**src/rtl/vbt_pkg.sv**
```systemverilog
package vbt_pkg;
    parameter int unsigned VBT_DUR_W = 8;

    typedef logic [VBT_DUR_W-1:0] dur_t;

    typedef struct packed {
        logic active;
        dur_t remain;
        dur_t dur;
    } tmr_state_t;
endpackage

```
**src/rtl/vbt_sync.sv**
```systemverilog
module vbt_sync #(
    parameter int unsigned WIDTH  = 2,
    parameter int unsigned STAGES = 2
) (
    input  logic             clk,
    input  logic             rst,
    input  logic [WIDTH-1:0] async_i,
    output logic [WIDTH-1:0] level_o
);
    logic [STAGES-1:0][WIDTH-1:0] pipe_d, pipe_q;

    always_comb begin
        pipe_d[0] = async_i;
        for (int s = 1; s < STAGES; s++) begin
            pipe_d[s] = pipe_q[s-1];
        end
    end

    always_ff @(posedge clk) begin
        if (rst) pipe_q <= '0;
        else     pipe_q <= pipe_d;
    end

    assign level_o = pipe_q[STAGES-1];
endmodule

```
**src/rtl/vbt_pulse_core.sv**
```systemverilog
module vbt_pulse_core
    import vbt_pkg::*;
#(
    parameter int unsigned DUR_RESET = 64
) (
    input  logic clk,
    input  logic rst,
    input  logic trig_i,
    input  logic tick_i,
    input  logic wr_en_i,
    input  dur_t wr_data_i,
    output logic active_o,
    output dur_t remain_o,
    output dur_t dur_o
);
    tmr_state_t st_d, st_q;

    always_comb begin
        st_d = st_q;
        if (wr_en_i) st_d.dur = wr_data_i;
        if (st_q.active) begin
            // start edges are locked out here; only line ticks matter
            if (tick_i) begin
                if (st_q.remain == dur_t'(1)) begin
                    st_d.active = 1'b0;
                    st_d.remain = '0;
                end else begin
                    st_d.remain = st_q.remain - dur_t'(1);
                end
            end
        end else if (trig_i && st_q.dur != '0) begin
            st_d.active = 1'b1;
            st_d.remain = st_q.dur;
        end
    end

    always_ff @(posedge clk) begin
        if (rst) begin
            st_q.active <= 1'b0;
            st_q.remain <= '0;
            st_q.dur    <= dur_t'(DUR_RESET);
        end else begin
            st_q <= st_d;
        end
    end

    assign active_o = st_q.active;
    assign remain_o = st_q.remain;
    assign dur_o    = st_q.dur;
endmodule

```
**src/rtl/vbt_loss_det.sv**
```systemverilog
module vbt_loss_det #(
    parameter int unsigned LOSS_LINES = 2048
) (
    input  logic clk,
    input  logic rst,
    input  logic trig_i,
    input  logic tick_i,
    output logic lost_o
);
    localparam int unsigned CW = $clog2(LOSS_LINES + 1);

    logic [CW-1:0] cnt_d, cnt_q;
    logic          lost_d, lost_q;

    always_comb begin
        cnt_d  = cnt_q;
        lost_d = lost_q;
        if (trig_i) begin
            cnt_d  = '0;
            lost_d = 1'b0;
        end else if (tick_i && !lost_q) begin
            if (cnt_q == CW'(LOSS_LINES - 1)) begin
                cnt_d  = CW'(LOSS_LINES);
                lost_d = 1'b1;
            end else begin
                cnt_d = cnt_q + CW'(1);
            end
        end
    end

    always_ff @(posedge clk) begin
        if (rst) begin
            cnt_q  <= '0;
            lost_q <= 1'b0;
        end else begin
            cnt_q  <= cnt_d;
            lost_q <= lost_d;
        end
    end

    assign lost_o = lost_q;
endmodule

```
**src/rtl/vblank_timer.sv**
```systemverilog
module vblank_timer
    import vbt_pkg::*;
#(
    parameter int unsigned SYNC_STAGES = 2,
    parameter int unsigned DUR_RESET   = 64,
    parameter int unsigned LOSS_LINES  = 2048
) (
    input  logic       clk,
    input  logic       rst,
    input  logic       vstart_i,
    input  logic       hblank_i,
    input  logic       dur_we_i,
    input  logic [7:0] dur_wdata_i,
    output logic       vblank_n_o,
    output logic       vblank_o,
    output logic       novid_o
);
    localparam int unsigned NSIG = 2;

    logic [NSIG-1:0] sync_lvl;
    logic [NSIG-1:0] prev_d, prev_q;
    logic            vs_lvl, vs_rise, hb_rise;
    logic            tmr_active;
    dur_t            tmr_remain, tmr_dur;

    vbt_sync #(.WIDTH(NSIG), .STAGES(SYNC_STAGES)) sync_i (
        .clk     (clk),
        .rst     (rst),
        .async_i ({hblank_i, vstart_i}),
        .level_o (sync_lvl)
    );

    always_comb prev_d = sync_lvl;

    always_ff @(posedge clk) begin
        if (rst) prev_q <= '0;
        else     prev_q <= prev_d;
    end

    assign vs_lvl  = sync_lvl[0];
    assign vs_rise = sync_lvl[0] & ~prev_q[0];
    assign hb_rise = sync_lvl[1] & ~prev_q[1];

    vbt_pulse_core #(.DUR_RESET(DUR_RESET)) core_i (
        .clk       (clk),
        .rst       (rst),
        .trig_i    (vs_rise),
        .tick_i    (hb_rise),
        .wr_en_i   (dur_we_i),
        .wr_data_i (dur_t'(dur_wdata_i)),
        .active_o  (tmr_active),
        .remain_o  (tmr_remain),
        .dur_o     (tmr_dur)
    );

    vbt_loss_det #(.LOSS_LINES(LOSS_LINES)) loss_i (
        .clk    (clk),
        .rst    (rst),
        .trig_i (vs_rise),
        .tick_i (hb_rise),
        .lost_o (novid_o)
    );

    // raw start level covers the first partial line before counting begins
    assign vblank_o   = tmr_active | vs_lvl;
    assign vblank_n_o = ~vblank_o;
endmodule

```
**config.mk**
```make
export PLATFORM = sky130hd
export DESIGN_NAME = vblank_timer
export DESIGN_NICKNAME = d
export VERILOG_FILES = /design/src/rtl/vbt_pkg.sv /design/src/rtl/vbt_sync.sv /design/src/rtl/vbt_pulse_core.sv /design/src/rtl/vbt_loss_det.sv /design/src/rtl/vblank_timer.sv
export SDC_FILE = /design/constraint.sdc
export NUM_CORES = 1
export LEC_CHECK = 0
export BUFFER_PORTS_ARGS = -buffer_cell sky130_fd_sc_hd__buf_2
export CELL_PAD_IN_SITES_DETAIL_PLACEMENT = 0
export CELL_PAD_IN_SITES_GLOBAL_PLACEMENT = 1
export CORE_MARGIN = 3
export CORE_UTILIZATION = 47
export CTS_BUF_LIST = sky130_fd_sc_hd__clkbuf_16
export CTS_CLUSTER_SIZE = 8
export DETAILED_ROUTE_END_ITERATION = 7
export PLACE_DENSITY = 0.88
export SLEW_MARGIN = 5
export SYNTH_ARGS = -nofsm -noshare
export SYNTH_HDL_FRONTEND = slang
export SYNTH_SLANG_ARGS = --single-unit
```
**constraint.sdc**
```tcl
create_clock -name clk -period 4.5 [get_ports clk]
set_clock_uncertainty 0.15 [all_clocks]
set_input_delay 0.675 -clock clk [delete_from_list [all_inputs] [get_ports clk]]
set_output_delay 0.675 -clock clk [all_outputs]
set_load 0.02 [all_outputs]
```
==> summary.log <==
[place] Port Buffers 15
[synthesis] post-synthesis mux area share 4.837%
[clock_network] cell at the root of the clock tree sky130_fd_sc_hd__clkbuf_16
[timing] final hold vios 0
[die] # IOs 16
[synthesis] total of flip-flops plus latches after synthesis 36
[clock_network] worst-skew pair later-pin latency 270 ps
[detailed_routing] routed wire length 3166 µm
[die] Floorplan Core Area 3203 µm²
[detailed_routing] post-route met1 wirelength 1426 µm
[timing] worst slew slack as a fraction of its limit 24.17%
[die] number of placement rows 20
[timing] setup tns final 0 ps
[synthesis] number of different library cells in the post-synthesis netlist 49
[detailed_routing] 1st-pass router iterations 4
[synthesis] Synth warnings 0
[clock_network] number of H-tree levels 2
[clock_network] maximum count of clock buffers along a single path 2
[final_layout] Nets 211
[final_layout] final core utilization 58.20%
[detailed_routing] top layer reached by signal wires met4
[setup_path] Req. time, crit path 4540 ps
[synthesis] biggest area contributors in the synthesized netlist sky130_fd_sc_hd__dfxtp_1, sky130_fd_sc_hd__nor2_1, sky130_fd_sc_hd__mux2i_1, sky130_fd_sc_hd__nor2b_1, sky130_fd_sc_hd__xor2_1
[setup_path] path depth of the worst reg2reg path 5
[grt] initial antenna violation count 0
[pwr] static leakage power 0.7282 nW
[synthesis] Synth Area in Simple Gates 27.59%
[min_path] Hold Path End sync_i.level_o[0]$_SDFF_PP0_
[setup_path] startpoint of the worst register-to-register path loss_i.cnt_q[0]$_SDFFE_PP0P_
[final_layout] post-layout instance count excluding filler cells 239
[detailed_routing] residual DRC count 0
[min_path] Hold Startpoint sync_i.pipe_d[2]$_SDFF_PP0_
[final_layout] area used by multi-input combinational logic 862.1 µm²
[setup_path] maximum fanout along the worst path 8
[detailed_routing] per-cell via count in the routed design 5.678
[synthesis] Seq/Total Area, Yosys 43.54%
[synthesis] dominant combinational cell family by area after synthesis simple AND/OR/NAND/NOR gates
[pwr] power density over the cells 375.9 nW/µm²
[timing] maximum operating frequency 448.1 MHz
[synthesis] post-synthesis async set-or-reset flop share 0%
[synthesis] most used flip-flop cell after synthesis sky130_fd_sc_hd__dfxtp_1
[final_layout] Ant. Diodes 0
[detailed_routing] met2 WL 1508 µm
[clock_network] number of clock sinks 36
[synthesis] synthesized cell area 1655 µm²
[clock_network] post_cts resized 0
[grt] maximum number of pins on one net before global-route repair 27
[synthesis] fraction of post-synthesis cell area in the top cell type by area 43.54%
[timing] min cycle time layout 2231 ps
[timing] final critical-path setup slack 2269 ps
[clock_network] clock tree from TritonCTS done
[setup_path] Worst Path Arrival 2270 ps
[pwr] Max VDD drop 0.2387 mV
[clock_network] setup fix buffers added after clock tree synthesis 0
[synthesis] cell type with the largest total area after synthesis sky130_fd_sc_hd__dfxtp_1
[pwr] overall power 0.7008 mW
[grt] GRT Total Usage 16.97%
[place] DP Worst Slack 2294 ps
[die] chip height 65.35 µm
[detailed_routing] final routed wire length divided by cell count 13.25 µm
[clock_network] number of CTS-inserted buffers 5
[setup_path] endpoint of the worst register-to-register path loss_i.cnt_q[11]$_SDFFE_PP0P_
[detailed_routing] count of antenna-violating nets left after detailed routing 0
[synthesis] post-synthesis compound-gate area fraction 13.15%
[final_layout] area growth from synthesis to final layout 12.62%
[job] max-cap viol count 0
[timing] count of pins over their slew limit 0
[setup_path] Setup Crit Path Kind reg -> reg
[place] number of placed cells counting well taps 232
[die] Die ar. 4270 µm²
[clock_network] number of buffers inserted for hold repair after clock tree synthesis 0
[setup_path] kind of capture point of the worst setup path flip-flop
[final_layout] ratio of cells with drive above 1 in the final layout 14.36%
[synthesis] EDFF count, synth 0
[timing] post-route fraction of the period consumed by the critical path 49.59%
[place] Detailed Place HPWL 2243 µm
[final_layout] sequential standard cell area 720.7 µm²
[final_layout] number of fill cells in the layout 292
[synthesis] synthesized netlist net count 197
[die] starting density of the core 51.68%
[detailed_routing] total number of vias 1357
[grt] via count of the first global-routing pass 1250
[die] Die Span X 65.35 µm
[place] weighted congestion reported at the end of routability-driven placement 0.7930
[timing] Worst Tran Pin Value 1122 ps
[place] cell area reported after detailed placement 1732 µm²
[setup_path] flop-to-flop setup slack 2270 ps
[synthesis] post-synthesis adder-cell area fraction 2.268%
[setup_path] launching element type of the critical path flip-flop
[synthesis] average cell area after synthesis 9.146 µm²
[min_path] worst hold path cell count 1
[min_path] Worst Hold Class reg -> reg
[clock_network] clock-pin slew of the registers on the worst-case setup and hold paths 50 ps
[run_status] run status finished, final reports clean
[synthesis] number of standard cells after synthesis 181
[timing] Hold Worst Slack 289.5 ps
[timing] Finish-stage setup viols 0
[final_layout] area of all placed cells without fillers 1864 µm²
[synthesis] parity-gate share of the synthesized area counting xor and xnor cells 4.233%
[detailed_routing] sum of met3 wire segment lengths after detailed routing 163 µm
[detailed_routing] DR iter-0 viols 72
[timing] RSZ-0062 raised after global routing no
[grt] GRT Residual Overflow 0
[grt] first-pass GRT wire length 5540 µm
==> cells in the final DEF, fill, tap and decap left out, drive strengths merged, types with 4 or more instances in the layout <==
cell	netlist	final
a21oi	8	8
inv	5	5
clkbuf	5	5
nor2	22	22
mux2i	8	8
dfxtp	36	36
xor2	7	7
buf	2	15
nand3	11	11
nor2b	10	10
or4	5	5
nand4	4	4
nand2	6	6
o21ai	5	5
==> worst max-delay path, cell delays in order, from the launching register on <==
cell                       delay [ps]
sky130_fd_sc_hd__dfxtp_1          370
sky130_fd_sc_hd__ha_1             180
sky130_fd_sc_hd__nor4bb_1         890
sky130_fd_sc_hd__nand3_1          170
sky130_fd_sc_hd__a21o_1           200
sky130_fd_sc_hd__a211oi_1         200
==> routing by layer <==
layer,vias up,track usage [%]
li1,679,-
met1,637,19.75
met2,33,27.69
met3,8,5.470
met4,0,8.808
met5,-,0
==> power by group <==
part           total, mW  switching [mW]  internal (mW)
sequential         0.338         0.00897          0.329
clock              0.312           0.115          0.197
combinational     0.0502          0.0267         0.0234
==> worst max path at each step <==
| stage | from | to | slack (ps) | depth (start not counted) |
|---|---|---|---|---|
| finish | loss_i.cnt_q[0]$_SDFFE_PP0P_ | loss_i.cnt_q[11]$_SDFFE_PP0P_ | 2270 | 5 |
| global route | loss_i.cnt_q[0]$_SDFFE_PP0P_ | loss_i.cnt_q[11]$_SDFFE_PP0P_ | 1980 | 5 |
| CTS | loss_i.cnt_q[0]$_SDFFE_PP0P_ | loss_i.cnt_q[11]$_SDFFE_PP0P_ | 2270 | 5 |
| detailed placement | loss_i.cnt_q[0]$_SDFFE_PP0P_ | loss_i.cnt_q[11]$_SDFFE_PP0P_ | 2290 | 5 |
| global placement | loss_i.cnt_q[0]$_SDFFE_PP0P_ | loss_i.cnt_q[11]$_SDFFE_PP0P_ | 2340 | 5 |
| floorplan | rst | loss_i.cnt_q[9]$_SDFFE_PP0P_ | 2260 | 5 |
==> final cells by class <==
cell class	count	area share (%)
Multi-Input combinational cell	132	46.24
Sequential cell	36	38.66
Clock buffer	5	6.711
Timing Repair Buffer	15	4.027
Tap cell	44	2.953
Inverter	5	1.007
Clock inverter	2	0.4027
==> cells in the mapped netlist, types with 4 or more instances <==
cell type,instances
sky130_fd_sc_hd__clkbuf_1,4
sky130_fd_sc_hd__nand2_1,6
sky130_fd_sc_hd__a21oi_1,8
sky130_fd_sc_hd__nand4_1,4
sky130_fd_sc_hd__mux2i_1,8
sky130_fd_sc_hd__inv_1,5
sky130_fd_sc_hd__xor2_1,7
sky130_fd_sc_hd__o21ai_0,4
sky130_fd_sc_hd__dfxtp_1,36
sky130_fd_sc_hd__nor2b_1,10
sky130_fd_sc_hd__nor2_1,22
sky130_fd_sc_hd__nand3_1,11
sky130_fd_sc_hd__or4_1,4
==> cell families (layout without fill, tap and decap cells) <==
logic type / Yosys count / after routing
AO/OA/AOI/OAI: 32 / 32
XOR/XNOR: 8 / 8
adder cells (fa/ha/maj): 3 / 3
buffers and inverters: 13 / 27
flip-flops: 36 / 36
multiplexers: 8 / 8
AND/OR/NAND/NOR: 81 / 81
==> flip-flops by register name, summed over array words and instances (netlist names) <==
| name | cells |
|---|---|
| loss_i.cnt_q | 12 |
| core_i.dur_o | 8 |
| core_i.remain_o | 8 |
| prev_q | 2 |
| sync_i.level_o | 2 |
| sync_i.pipe_d | 2 |
| core_i.active_o | 1 |
| loss_i.lost_o | 1 |
Note: power is estimated with default switching activity, not from simulation.
